--- src/rtl/pred_pkg.sv ---
package pred_pkg;

  typedef enum logic [1:0] {
    COND_NONE  = 2'b00,
    COND_T     = 2'b01,
    COND_NOT_T = 2'b10,
    COND_RSVD  = 2'b11
  } cond_e;

  // strobes from control to datapath
  typedef struct packed {
    logic capture;  // a set is being dispatched
    logic squash;   // the set is illegal; drop all enables
  } predStrobe_t;

  function automatic logic condMet(input logic [1:0] code, input logic t);
    case (cond_e'(code))
      COND_NONE:  condMet = 1'b1;
      COND_T:     condMet = t;
      COND_NOT_T: condMet = ~t;
      default:    condMet = 1'b0;
    endcase
  endfunction

endpackage

--- src/rtl/pred_ctrl.sv ---
module pred_ctrl
  import pred_pkg::*;
#(
  parameter int NUM_SLOTS = 8
) (
  input  logic                   clk,
  input  logic                   rst,
  input  logic                   setValid,
  input  logic [NUM_SLOTS-1:0]   slotValid,
  input  logic [2*NUM_SLOTS-1:0] slotCond,
  input  logic [NUM_SLOTS-1:0]   slotIsIfc,
  input  logic [1:0]             grpCond1,
  input  logic [1:0]             grpCond2,
  output predStrobe_t            strobe,
  output logic                   illegalGrp
);

  logic [NUM_SLOTS-1:0] ownRsvd;
  logic nestedHit;
  logic prefixRsvd;
  logic badSet;

  for (genvar i = 0; i < NUM_SLOTS; i++) begin : g_rsvd
    assign ownRsvd[i] = slotValid[i] && (slotCond[2*i +: 2] == COND_RSVD);
  end

  always_comb begin
    nestedHit  = |(slotValid & slotIsIfc);
    prefixRsvd = (grpCond1 == COND_RSVD) || (grpCond2 == COND_RSVD);
    badSet     = nestedHit || prefixRsvd || (|ownRsvd);
    strobe.capture = setValid;
    strobe.squash  = setValid && badSet;
  end

  always_ff @(posedge clk) begin
    if (rst) illegalGrp <= 1'b0;
    else     illegalGrp <= strobe.squash;
  end

endmodule

--- src/rtl/pred_datapath.sv ---
module pred_datapath
  import pred_pkg::*;
#(
  parameter int NUM_SLOTS = 8
) (
  input  logic                   clk,
  input  logic                   rst,
  input  predStrobe_t            strobe,
  input  logic [NUM_SLOTS-1:0]   slotValid,
  input  logic [NUM_SLOTS-1:0]   slotGroup,
  input  logic [2*NUM_SLOTS-1:0] slotCond,
  input  logic [1:0]             grpCond1,
  input  logic [1:0]             grpCond2,
  input  logic                   tFlag,
  output logic [NUM_SLOTS-1:0]   execEn
);

  logic grpOk1;
  logic grpOk2;
  logic [NUM_SLOTS-1:0] enNext;

  // one T sample shared by every evaluation of the set
  always_comb begin
    grpOk1 = condMet(grpCond1, tFlag);
    grpOk2 = condMet(grpCond2, tFlag);
  end

  for (genvar i = 0; i < NUM_SLOTS; i++) begin : g_slot
    logic groupOk;
    logic ownOk;
    assign groupOk   = slotGroup[i] ? grpOk2 : grpOk1;
    assign ownOk     = condMet(slotCond[2*i +: 2], tFlag);
    assign enNext[i] = strobe.capture && !strobe.squash &&
                       slotValid[i] && groupOk && ownOk;
  end

  always_ff @(posedge clk) begin
    if (rst) execEn <= '0;
    else     execEn <= enNext;
  end

endmodule

--- src/rtl/vles_pred_unit.sv ---
module vles_pred_unit
  import pred_pkg::*;
#(
  parameter int NUM_SLOTS = 8
) (
  input  logic                   clk,
  input  logic                   rst,
  input  logic                   setValid,
  input  logic [NUM_SLOTS-1:0]   slotValid,
  input  logic [NUM_SLOTS-1:0]   slotGroup,
  input  logic [2*NUM_SLOTS-1:0] slotCond,
  input  logic [NUM_SLOTS-1:0]   slotIsIfc,
  input  logic [1:0]             grpCond1,
  input  logic [1:0]             grpCond2,
  input  logic                   tFlag,
  output logic [NUM_SLOTS-1:0]   execEn,
  output logic                   illegalGrp
);

  predStrobe_t strobe;

  pred_ctrl #(.NUM_SLOTS(NUM_SLOTS)) i_ctrl (
    .clk(clk), .rst(rst), .setValid(setValid), .slotValid(slotValid),
    .slotCond(slotCond), .slotIsIfc(slotIsIfc), .grpCond1(grpCond1),
    .grpCond2(grpCond2), .strobe(strobe), .illegalGrp(illegalGrp)
  );

  pred_datapath #(.NUM_SLOTS(NUM_SLOTS)) i_dp (
    .clk(clk), .rst(rst), .strobe(strobe), .slotValid(slotValid),
    .slotGroup(slotGroup), .slotCond(slotCond), .grpCond1(grpCond1),
    .grpCond2(grpCond2), .tFlag(tFlag), .execEn(execEn)
  );

endmodule

--- config.mk ---
export PLATFORM = sky130hd
export DESIGN_NAME = vles_pred_unit
export DESIGN_NICKNAME = d
export VERILOG_FILES = /design/src/rtl/pred_pkg.sv /design/src/rtl/pred_ctrl.sv /design/src/rtl/pred_datapath.sv /design/src/rtl/vles_pred_unit.sv
export SDC_FILE = /design/constraint.sdc
export NUM_CORES = 1
export LEC_CHECK = 0
export BUFFER_PORTS_ARGS = -buffer_cell sky130_fd_sc_hd__buf_4
export CELL_PAD_IN_SITES_DETAIL_PLACEMENT = 1
export CELL_PAD_IN_SITES_GLOBAL_PLACEMENT = 2
export CORE_MARGIN = 1
export CORE_UTILIZATION = 15
export DETAILED_ROUTE_END_ITERATION = 10
export GPL_ROUTABILITY_DRIVEN = 0
export PLACE_DENSITY_LB_ADDON = 0.25
export SLEW_MARGIN = 25
export SYNTH_ARGS = -nofsm -noshare
export SYNTH_HDL_FRONTEND = slang
export SYNTH_SLANG_ARGS = --single-unit
--- constraint.sdc ---
create_clock -name clk -period 1.3 [get_ports clk]
set_input_delay 0.195 -clock clk [delete_from_list [all_inputs] [get_ports clk]]
set_output_delay 0.195 -clock clk [all_outputs]
set_load 0.005 [all_outputs]
==> results.sh <==
export IMPL_syn2layout_area_growth_pct=100
export IMPL_detail_route_antenna_nets=0
export IMPL_slew_headroom_pct=68.3
export IMPL_cts_hold_buf=0
export IMPL_leakagePower_nw=0.581
export IMPL_worst_path_max_delay_cell="a222oi_1"
export IMPL_max_cap_violations=0
export IMPL_vdd_drop_max_mv=0.262
export IMPL_slew_violations=0
export IMPL_cts_root_buf="clkbuf_8"
export IMPL_crit_cells=5
export IMPL_yosysWarnings=0
export IMPL_viasPerCell=4.46
export IMPL_slowest_delay_ns=0.32
export IMPL_first_global_vias=872
export IMPL_rows=22
export IMPL_critPathRequiredTime_ns=1.43
export IMPL_place_hpwl_microns=2230
export IMPL_rsz0062_at_grt="true"
export IMPL_grt_max_degree=10
export IMPL_end_kind="flip-flop"
export IMPL_n_fill_cell=468
export IMPL_cpLargestDelayFamily="compound AO/OA/AOI/OAI gates"
export IMPL_core_area_sq_mm=0.00380
export IMPL_total_power_mw=0.900
export IMPL_startpoint="grpCond1[1]"
export IMPL_syn_nets=121
export IMPL_hold_viol=0
export IMPL_path_class="input pin to flip-flop"
export IMPL_fmax_mhz=782
export IMPL_io_pins=57
export IMPL_fin_crit_sh_pct=98.4
export IMPL_dr_pass1_iters=4
export IMPL_setup_ws_ns=0.0213
export IMPL_cts_buffers=3
export IMPL_final_layout_size_suffix_gt1_share_pct=54.7
export IMPL_finalSetupViolations=0
export IMPL_die_height_microns=66.1
export IMPL_drt_total_wl_microns=2620
export IMPL_ys_seq_area_share_pct=29.2
export IMPL_power_density_mw_per_mm2=729
export IMPL_portBuffers=56
export IMPL_via_count=825
export IMPL_final_seq_area_sq_um=180
export IMPL_final_net_count=186
export IMPL_htree_num_levels=1
export IMPL_worst_endpoint_arrival_ns=1.41
export IMPL_fin_area_sq_mm=0.00123
export IMPL_clock_sinks=9
export IMPL_worst_pin_slew_ns=0.475
export IMPL_min_path_type="input pin to flip-flop"
export IMPL_drc=0
export IMPL_die_area_sq_mm=0.00437
export IMPL_yosys_register_bits=9
export IMPL_syn_avg_cell_area_sq_um=8.45
export IMPL_netlist_area_sq_um=617
export IMPL_wire_per_inst_microns=14.2
export IMPL_grt_first_pass_wirelength_microns=4000
export IMPL_status="finished, final reports clean"
export IMPL_place_area_sq_mm=0.00113
export IMPL_overflow=0
export IMPL_n_antenna_cell=0
export IMPL_multi_input_area_sq_um=469
export IMPL_dp_slack_ns=-0.219
export IMPL_antenna_found_initial=0
export IMPL_grt_util_all_layers_pct=12.5
export IMPL_fin_crit_ns=1.28
export IMPL_tritoncts="built"
export IMPL_clk_pin_slew_worst_paths_ns=0.04
export IMPL_worstSetupStartpointType="input pin"
export IMPL_crit_buf_inv=1
export IMPL_endpoint="i_dp.execEn[3]$_SDFF_PP0_"
export IMPL_die_width_microns=66.1
export IMPL_synth_distinct_cells=23
export IMPL_crit_fanout=8
export IMPL_synth_cells=73
export IMPL_fin_util_pct=32.5
export IMPL_clockBufferDepth=2
export IMPL_setup_tns_final_ns=0
export IMPL_start_util_pct=16.2
export IMPL_initialDrtViolationCount=23
export IMPL_crit_chain="buf_6 -> a222oi_1 -> a21boi_2 -> nand4_4 -> nor4_2"
## Yosys cell counts
master | instances | area (sq um)
o211ai_1 | 3 | 22.5
inv_1 | 2 | 7.51
o211a_1 | 1 | 10.0
mux2i_1 | 8 | 80.1
nand3_1 | 6 | 30.0
a21o_1 | 2 | 15.0
a211o_1 | 1 | 8.76
mux2i_2 | 1 | 13.8
clkbuf_1 | 1 | 3.75
a21boi_2 | 1 | 11.3
nor4_1 | 6 | 37.5
a22o_1 | 1 | 8.76
a21oi_1 | 7 | 35.0
nand4_4 | 1 | 21.3
a221oi_4 | 1 | 26.3
buf_2 | 1 | 5.00
a222oi_1 | 1 | 10.0
nor3_1 | 2 | 10.0
mux2_2 | 1 | 11.3
nor2_1 | 8 | 30.0
dfxtp_1 | 9 | 180
nand2_1 | 7 | 26.3
and2_1 | 2 | 12.5
## placed cells by master (no fill, tap or decap), types with 3 or more instances in the layout
cell type	Yosys	routed
buf_4	0	60
dfxtp_1	9	9
nor2_1	8	8
mux2i_1	8	8
a21oi_1	7	7
nand2_1	7	7
nand3_1	6	6
o211ai_1	3	3
nor4_2	0	3
clkbuf_8	0	3
## area by class of cell
type                       count  share of cell area, %
tap                           48                   4.86
timing repair buffer          62                   38.3
multi-input combinational     60                   38.0
inverter                       2                  0.608
sequential                     9                   14.6
clock buffer                   4                   3.65
## cell families (layout without fill, tap and decap cells)
family	count (synthesis)	in the layout	share of synthesized area [%]
AO/OA/AOI/OAI	18	18	23.9
multiplexers	10	10	17.0
buffers and inverters	4	68	2.64
AND/OR/NAND/NOR	32	32	27.2
flip-flops	9	9	29.2
## how the worst min path moves through the flow
stage | startpoint | end | slack, ns | cells after the start
floorplan | slotValid[0] | i_dp.execEn[0]$_SDFF_PP0_ | 0.32 | 2
global placement | setValid | i_ctrl.illegalGrp$_SDFF_PP0_ | 0.46 | 2
detailed placement | setValid | i_ctrl.illegalGrp$_SDFF_PP0_ | 0.45 | 2
CTS | setValid | i_ctrl.illegalGrp$_SDFF_PP0_ | 0.21 | 2
global route | setValid | i_ctrl.illegalGrp$_SDFF_PP0_ | 0.21 | 2
finish | setValid | i_ctrl.illegalGrp$_SDFF_PP0_ | 0.21 | 2
## stage by stage
step | hold slack (ns) | std cells
floorplan | 0.320 | 73
global placement | 0.457 | 181
detailed placement | 0.453 | 181
CTS | 0.214 | 185
global route | 0.210 | 185
finish | 0.213 | 185
## power by group
group	switching, mW	internal [mW]
registers	0.000579	0.279
logic	0.132	0.163
clock network	0.112	0.214
## sequential cells by signal, summed over array words and instances, names as in the netlist
register,cells
i_dp.execEn,8
i_ctrl.illegalGrp,1
## timing repair
action,in CTS,in global routing
endpoints found under the setup margin,0,5
gates resized for setup,0,9
buffers inserted,0,0
## per-layer routing
layer	share of wire, %	vias up	GRT usage (%)
met5	0	-	0
met4	1.0	0	3.99
met3	8.4	2	3.45
met2	51	42	23.0
met1	40	377	13.7
li1	-	404	-
Power figures use the tool's default switching activity.
